$ cat src/rtl/addrsel_pkg.sv
package addrsel_pkg;
  localparam int WIN_CNT   = 4;
  localparam int WIN_IDX_W = (WIN_CNT > 1) ? $clog2(WIN_CNT) : 1;

  typedef enum logic [1:0] {
    KIND_MAP = 2'b00,
    KIND_TLB = 2'b01,
    KIND_BAD = 2'b10
  } xlatKind_e;

  localparam logic [2:0] PERM_ALL  = 3'b111;
  localparam logic [2:0] PERM_NONE = 3'b000;

  // strobes from control to datapath; exactly one take* is set per request
  typedef struct packed {
    logic                 takeDirect;
    logic                 takeWin;
    logic                 takeTlb;
    logic                 takeBad;
    logic [WIN_IDX_W-1:0] winIdx;
  } selStrobe_t;
endpackage

$ cat src/rtl/addrsel_winmatch.sv
module addrsel_winmatch
  import addrsel_pkg::*;
#(
  parameter int ADDR_W    = 64,
  parameter int NUM_WIN   = WIN_CNT,
  parameter int SEG64_LSB = 60,
  parameter int SEG32_LSB = 29,
  parameter int KERN_BIT  = 0,
  parameter int USER_BIT  = 3
) (
  input  logic [ADDR_W-1:0]         vaddr,
  input  logic                      userMode,
  input  logic                      wide64,
  input  logic [NUM_WIN*ADDR_W-1:0] winFlat,
  output logic [NUM_WIN-1:0]        hitVec
);
  localparam int WORD32_W = 32;

  logic [ADDR_W-1:0] privMask;

  always_comb begin
    privMask           = '0;
    privMask[KERN_BIT] = ~userMode;
    privMask[USER_BIT] = userMode;
  end

  for (genvar g = 0; g < NUM_WIN; g++) begin : gWin
    logic [ADDR_W-1:0] winReg;
    logic              privOk;
    logic              seg64Eq;
    logic              seg32Eq;

    assign winReg  = winFlat[g*ADDR_W +: ADDR_W];
    assign privOk  = |(winReg & privMask);
    assign seg64Eq = winReg[ADDR_W-1:SEG64_LSB] == vaddr[ADDR_W-1:SEG64_LSB];
    assign seg32Eq = winReg[WORD32_W-1:SEG32_LSB] == vaddr[WORD32_W-1:SEG32_LSB];
    assign hitVec[g] = privOk && (wide64 ? seg64Eq : seg32Eq);
  end
endmodule

$ cat src/rtl/addrsel_ctrl.sv
module addrsel_ctrl
  import addrsel_pkg::*;
#(
  parameter int NUM_WIN = WIN_CNT
) (
  input  logic               clk,
  input  logic               rstN,
  input  logic               daBit,
  input  logic               pgBit,
  input  logic [NUM_WIN-1:0] hitVec,
  input  logic               canonOk,
  output selStrobe_t         strobe
);
  logic found;

  always_comb begin
    strobe = '0;
    found  = 1'b0;
    if (daBit && !pgBit) begin
      strobe.takeDirect = 1'b1;
    end else begin
      for (int i = 0; i < NUM_WIN; i++) begin
        if (!found && hitVec[i]) begin
          found         = 1'b1;
          strobe.winIdx = WIN_IDX_W'(i);
        end
      end
      if (found)        strobe.takeWin = 1'b1;
      else if (canonOk) strobe.takeTlb = 1'b1;
      else              strobe.takeBad = 1'b1;
    end
  end

  // the chosen window hits and no lower-index window hits
  assert_lowest_window_R4: assert property (@(posedge clk) disable iff (!rstN)
    strobe.takeWin |-> (hitVec[strobe.winIdx] &&
      ((hitVec & ((NUM_WIN'(1) << strobe.winIdx) - NUM_WIN'(1))) == '0)));

  // any window hit outside direct mode is taken, whatever the canonical check says
  assert_win_before_canon_R12: assert property (@(posedge clk) disable iff (!rstN)
    (!(daBit && !pgBit) && (hitVec != '0)) |-> strobe.takeWin);

  assert_one_path_R1: assert property (@(posedge clk) disable iff (!rstN)
    $onehot({strobe.takeDirect, strobe.takeWin, strobe.takeTlb, strobe.takeBad}));
endmodule

$ cat src/rtl/addrsel_dp.sv
module addrsel_dp
  import addrsel_pkg::*;
#(
  parameter int ADDR_W     = 64,
  parameter int VA_W       = 48,
  parameter int PA_W       = 48,
  parameter int NUM_WIN    = WIN_CNT,
  parameter int SEG32_LSB  = 29,
  parameter int PSEG32_LSB = 25
) (
  input  logic                      clk,
  input  logic                      rstN,
  input  logic                      inValid,
  input  logic [ADDR_W-1:0]         vaddr,
  input  logic                      wide64,
  input  logic [NUM_WIN*ADDR_W-1:0] winFlat,
  input  selStrobe_t                strobe,
  output logic                      canonOk,
  output logic                      outValid,
  output logic [1:0]                outKind,
  output logic [PA_W-1:0]           outPaddr,
  output logic [2:0]                outPerm
);
  localparam int WORD32_W = 32;
  localparam int SEG32_W  = WORD32_W - SEG32_LSB;
  localparam int HIGH_W   = ADDR_W - VA_W;

  logic [ADDR_W-1:0]   winArr [NUM_WIN];
  logic [ADDR_W-1:0]   selWin;
  logic [HIGH_W-1:0]   highBits;
  logic [WORD32_W-1:0] pa32;
  logic [PA_W-1:0]     winPa;
  logic [PA_W-1:0]     paNext;
  logic [1:0]          kindNext;
  logic [2:0]          permNext;

  for (genvar g = 0; g < NUM_WIN; g++) begin : gUnpack
    assign winArr[g] = winFlat[g*ADDR_W +: ADDR_W];
  end

  assign selWin   = winArr[strobe.winIdx];
  assign highBits = vaddr[ADDR_W-1:VA_W];
  assign canonOk  = (&highBits) || !(|highBits);
  assign pa32     = {selWin[PSEG32_LSB +: SEG32_W], vaddr[SEG32_LSB-1:0]};
  assign winPa    = wide64 ? PA_W'(vaddr[VA_W-1:0]) : PA_W'(pa32);

  always_comb begin
    paNext   = '0;
    permNext = PERM_NONE;
    kindNext = KIND_MAP;
    if (strobe.takeDirect) begin
      paNext   = vaddr[PA_W-1:0];
      permNext = PERM_ALL;
    end else if (strobe.takeWin) begin
      paNext   = winPa;
      permNext = PERM_ALL;
    end else if (strobe.takeTlb) begin
      kindNext = KIND_TLB;
    end else begin
      kindNext = KIND_BAD;
    end
  end

  always_ff @(posedge clk) begin
    if (!rstN) begin
      outValid <= 1'b0;
      outKind  <= KIND_MAP;
      outPaddr <= '0;
      outPerm  <= PERM_NONE;
    end else begin
      outValid <= inValid;
      if (inValid) begin
        outKind  <= kindNext;
        outPaddr <= paNext;
        outPerm  <= permNext;
      end
    end
  end

  assert_direct_pass_R1: assert property (@(posedge clk) disable iff (!rstN)
    (inValid && strobe.takeDirect) |=>
      (outKind == KIND_MAP && outPerm == PERM_ALL && outPaddr == $past(vaddr[PA_W-1:0])));

  assert_valid_delay_R10: assert property (@(posedge clk) disable iff (!rstN)
    inValid |=> outValid);

  assert_idle_clear_R10: assert property (@(posedge clk) disable iff (!rstN)
    !inValid |=> !outValid);

  assert_map_perm_R7: assert property (@(posedge clk) disable iff (!rstN)
    (outValid && outKind == KIND_MAP) |-> outPerm == PERM_ALL);

  assert_bad_noncanon_R8: assert property (@(posedge clk) disable iff (!rstN)
    (inValid && strobe.takeBad) |=>
      (outKind == KIND_BAD && outPaddr == '0 && outPerm == PERM_NONE &&
       !($past(&vaddr[ADDR_W-1:VA_W]) || !$past(|vaddr[ADDR_W-1:VA_W]))));

  assert_tlb_empty_R9: assert property (@(posedge clk) disable iff (!rstN)
    (outValid && outKind == KIND_TLB) |-> (outPaddr == '0 && outPerm == PERM_NONE));

  assert_kind_legal_R9: assert property (@(posedge clk) disable iff (!rstN)
    outKind != 2'b11);
endmodule

$ cat src/rtl/addr_xlat_sel.sv
module addr_xlat_sel
  import addrsel_pkg::*;
#(
  parameter int ADDR_W     = 64,
  parameter int VA_W       = 48,
  parameter int PA_W       = 48,
  parameter int NUM_WIN    = WIN_CNT,
  parameter int SEG64_LSB  = 60,
  parameter int SEG32_LSB  = 29,
  parameter int PSEG32_LSB = 25,
  parameter int KERN_BIT   = 0,
  parameter int USER_BIT   = 3
) (
  input  logic                      clk,
  input  logic                      rstN,
  input  logic                      inValid,
  input  logic [ADDR_W-1:0]         vaddr,
  input  logic                      daBit,
  input  logic                      pgBit,
  input  logic                      userMode,
  input  logic                      wide64,
  input  logic [NUM_WIN*ADDR_W-1:0] winRegs,
  output logic                      outValid,
  output logic [1:0]                outKind,
  output logic [PA_W-1:0]           outPaddr,
  output logic [2:0]                outPerm
);
  logic [NUM_WIN-1:0] hitVec;
  logic               canonOk;
  selStrobe_t         strobe;

  addrsel_winmatch #(
    .ADDR_W(ADDR_W), .NUM_WIN(NUM_WIN), .SEG64_LSB(SEG64_LSB),
    .SEG32_LSB(SEG32_LSB), .KERN_BIT(KERN_BIT), .USER_BIT(USER_BIT)
  ) u_match (
    .vaddr(vaddr), .userMode(userMode), .wide64(wide64),
    .winFlat(winRegs), .hitVec(hitVec)
  );

  addrsel_ctrl #(.NUM_WIN(NUM_WIN)) u_ctrl (
    .clk(clk), .rstN(rstN), .daBit(daBit), .pgBit(pgBit),
    .hitVec(hitVec), .canonOk(canonOk), .strobe(strobe)
  );

  addrsel_dp #(
    .ADDR_W(ADDR_W), .VA_W(VA_W), .PA_W(PA_W), .NUM_WIN(NUM_WIN),
    .SEG32_LSB(SEG32_LSB), .PSEG32_LSB(PSEG32_LSB)
  ) u_dp (
    .clk(clk), .rstN(rstN), .inValid(inValid), .vaddr(vaddr),
    .wide64(wide64), .winFlat(winRegs), .strobe(strobe),
    .canonOk(canonOk), .outValid(outValid), .outKind(outKind),
    .outPaddr(outPaddr), .outPerm(outPerm)
  );
endmodule

$ cat config.mk
export PLATFORM = sky130hd
export DESIGN_NAME = addr_xlat_sel
export DESIGN_NICKNAME = d
export VERILOG_FILES = /design/src/rtl/addrsel_pkg.sv /design/src/rtl/addrsel_winmatch.sv /design/src/rtl/addrsel_ctrl.sv /design/src/rtl/addrsel_dp.sv /design/src/rtl/addr_xlat_sel.sv
export SDC_FILE = /design/constraint.sdc
export NUM_CORES = 1
export LEC_CHECK = 0
export ABC_AREA = 1
export BUFFER_PORTS_ARGS = -buffer_cell sky130_fd_sc_hd__buf_2
export CAP_MARGIN = 20
export CORE_AREA = 4 4 147 149
export DETAILED_ROUTE_END_ITERATION = 10
export DIE_AREA = 0 0 151 153
export REMOVE_ABC_BUFFERS = 1
export SKIP_CTS_REPAIR_TIMING = 1
export SYNTH_ARGS = -nofsm -noshare
export SYNTH_HDL_FRONTEND = slang
export SYNTH_SLANG_ARGS = --single-unit
$ cat constraint.sdc
create_clock -name clk -period 1.8 [get_ports clk]
set_input_delay 0.54 -clock clk [delete_from_list [all_inputs] [get_ports clk]]
set_output_delay 0.54 -clock clk [all_outputs]
set_load 0.02 [all_outputs]
==> flow_summary.yaml <==
clock_network:
  clockRootBuffer: "clkbuf_16"
  clockBufferDepth: 2
  clk_latency_ns: 0.29
  cts_tree: "yes"
  clkTransAtPathRegs_ns: 0.07
  clock_sinks: 52
  cts_buffers: 5
  cts_max_level: 2
pwr:
  power.density_mw_per_mm2: 691
  p_leak_uw: 0.00218
  vdd_drop_max_v: 0.000387
  finalPower_uw: 3240
worst_hold_path:
  holdCritPathClass: "register to register"
  hold_depth: 2
setup_path:
  cp_slowest_cell: "or2_0"
  crit_buf_inv: 3
  timing.reg2reg.setup_slack_ns: 1.05
  crit_type: "input port to register"
  crit_path_end_kind: "register"
  crit_chain: "buf_2 -> or2_0 -> nand2_1 -> nand4_1 -> nand2_2 -> nand2_2 -> nand2_2 -> nor2_4 -> a21oi_4 -> buf_12 -> clkbuf_16 -> nand2_2 -> a21oi_2"
  r2r_cells: 4
  cp_max_fo: 7
  worstPathRequired_ns: 2.03
  path_depth: 13
  worst_ep_arrival_time_ns: 2.04
  critPathMaxStageDelay_ns: 0.20
  critical_path.top_delay_family: "simple AND/OR/NAND/NOR gates"
  crit_path_frequent_cell: "nand2_2"
  cp-start-kind: "input port"
layout:
  stdcell_area_mm2: 0.00469
  final_cell_mix: "buf_2, nand2_1, dfxtp_1, a21oi_2"
  syn_to_final_growth_pct: 70.0
  final_cells: 856
  multi_input_area_mm2: 0.00172
  ff_latch_area_mm2: 0.00104
  nets: 911
  layout_commonest_cell: "buf_2"
  fillers: 2258
  drive_above_1_share: 0.515
routing:
  num_vias: 3249
  firstDrtPassIters: 4
  drc: 0
  drt_iter0_drc: 145
  routed_via_density: 3.80
  routed_wl_mm: 11.2
  route.antenna.remaining_nets: 0
  wl_per_cell_um: 13.1
place:
  place_ws_ns: -0.386
  dp_cells: 842
  portBuffers: 172
  hpwl_mm: 8.69
  dpl-instance-area_mm2: 0.00409
  gp_congestion: 0.766
floorplanning:
  ios: 381
  fp.dieW_um: 151
  die_h_um: 153
  initial_utilization: 0.137
  fp-row-count: 52
  fp.coreArea_mm2: 0.0202
  fp.dieArea_mm2: 0.0231
logic_synthesis:
  netlist_area_mm2: 0.00276
  ys_types: 25
  ys_ff_latch: 52
  synth-compound-area-share: 0.147
  seq_area_frac_synth: 0.377
  synth-xor-area-share: 0.0476
  syn_area_per_cell_um2: 7.01
  synthCells: 394
  synth_adder_area_share: 0
  synth.area.mux_share: 0.0122
  synthSimpleGateAreaFrac: 0.325
  synth_top_family_by_area: "simple AND/OR/NAND/NOR gates"
  yosysWarnings: 0
run_status:
  status: "finished, violations left"
  failed_checks: "negative setup slack"
timing:
  tightest_slew_ns: 0.313
  slew_headroom: 0.789
  setup_tns_ns: -0.0106
  clock.fmax_mhz: 553
  finalCritPeriodShare: 1.00
  finalHoldViolCount: 0
  layout_setup_ws_ns: -0.00762
  rsz0062_at_grt: "yes"
  slew_viol_final: 0
  finalSetupViolCount: 2
  layout_min_cycle_time_ns: 1.81
  skew_ns: 0
global_route:
  grt_pass1_vias: 3018
  grt_overflow_total: 0
  grt_pass1_wl_mm: 15.8
  antenna_found_initial: 8
  grt.total_usage: 0.0867
  grt_max_degree: 27
flow_run:
  maxCapViolations: 0
## metal layers
layer | routed length [um] | track usage | part of all wire | vias to the layer above
met5 | 79 | 0 | 0.0071 | -
met4 | 125 | 0.0173 | 0.011 | 14
met3 | 1270 | 0.0444 | 0.11 | 22
met2 | 4900 | 0.139 | 0.44 | 111
met1 | 4820 | 0.104 | 0.43 | 1445
li1 | - | - | - | 1657
## stage by stage
step / hold WS, ns / util
floorplan: 0.545 / -
global placement: 0.449 / 0.203
detailed placement: 0.453 / 0.203
CTS: 0.464 / 0.211
global route: 0.475 / 0.233
finish: 0.460 / 0.233
## cell type report
type | count | share of cell area
multi-input combinational | 290 | 0.367
tap | 270 | 0.0720
clock buffer | 5 | 0.0267
antenna | 1 | 0.000533
clock inverter | 3 | 0.00906
sequential | 52 | 0.222
inverter | 30 | 0.0261
timing repair buffer | 205 | 0.277
## worst paths after layout
path,from,to
min,u_dp.outPaddr[43]$_SDFFE_PN0P_,u_dp.outPaddr[43]$_SDFFE_PN0P_
min reg2reg,u_dp.outPaddr[43]$_SDFFE_PN0P_,u_dp.outPaddr[43]$_SDFFE_PN0P_
max,vaddr[29],u_dp.outPaddr[7]$_SDFFE_PN0P_
max reg2reg,u_dp.outPerm[1]$_SDFFE_PN0P_,u_dp.outPerm[1]$_SDFFE_PN0P_
## sequential cells by signal, indices dropped and copies added, names as in the netlist
| name | cells |
|---|---|
| u_dp.outPaddr | 48 |
| u_dp.outPerm | 1 |
| u_dp.outValid | 1 |
| u_dp.outKind | 2 |
## tightest hold or removal path: stages, from the launching register on
cell and delay, ns:
dfxtp_1 0.31, nand2_1 0.06, a21oi_1 0.05
## synthesized netlist by cell type
cell	instances	area, um^2
a21oi_1	44	220
a21oi_2	12	105
a21oi_4	1	16.3
buf_2	1	5.00
buf_4	6	45.0
buf_6	3	33.8
buf_8	1	15.0
clkbuf_1	11	41.3
dfxtp_1	52	1040
inv_1	26	97.6
inv_2	4	15.0
mux2_2	3	33.8
nand2_1	138	518
nand2_2	1	6.26
nand3_1	25	125
nand3_2	10	100
nand4_1	9	56.3
nor2_1	14	52.6
nor2_2	1	6.26
nor4_1	4	25.0
o21ai_0	10	50.1
o21ai_1	1	5.00
o41ai_1	1	8.76
or2_0	1	6.26
xnor2_1	15	131
## kinds of logic (layout without fill, tap and decap cells)
family,Yosys count,count (layout)
simple gates,203,203
compound gates,69,69
flops,52,52
buf+inv,52,243
xor+xnor,15,15
mux,3,3
other cells,0,1
## where the power goes
| group | internal [uW] | switching (uW) | total (uW) |
|---|---|---|---|
| sequential | 1210 | 27.7 | 1240 |
| clock | 654 | 445 | 1100 |
| combinational | 414 | 490 | 904 |
(Power assumes the default switching activity.)
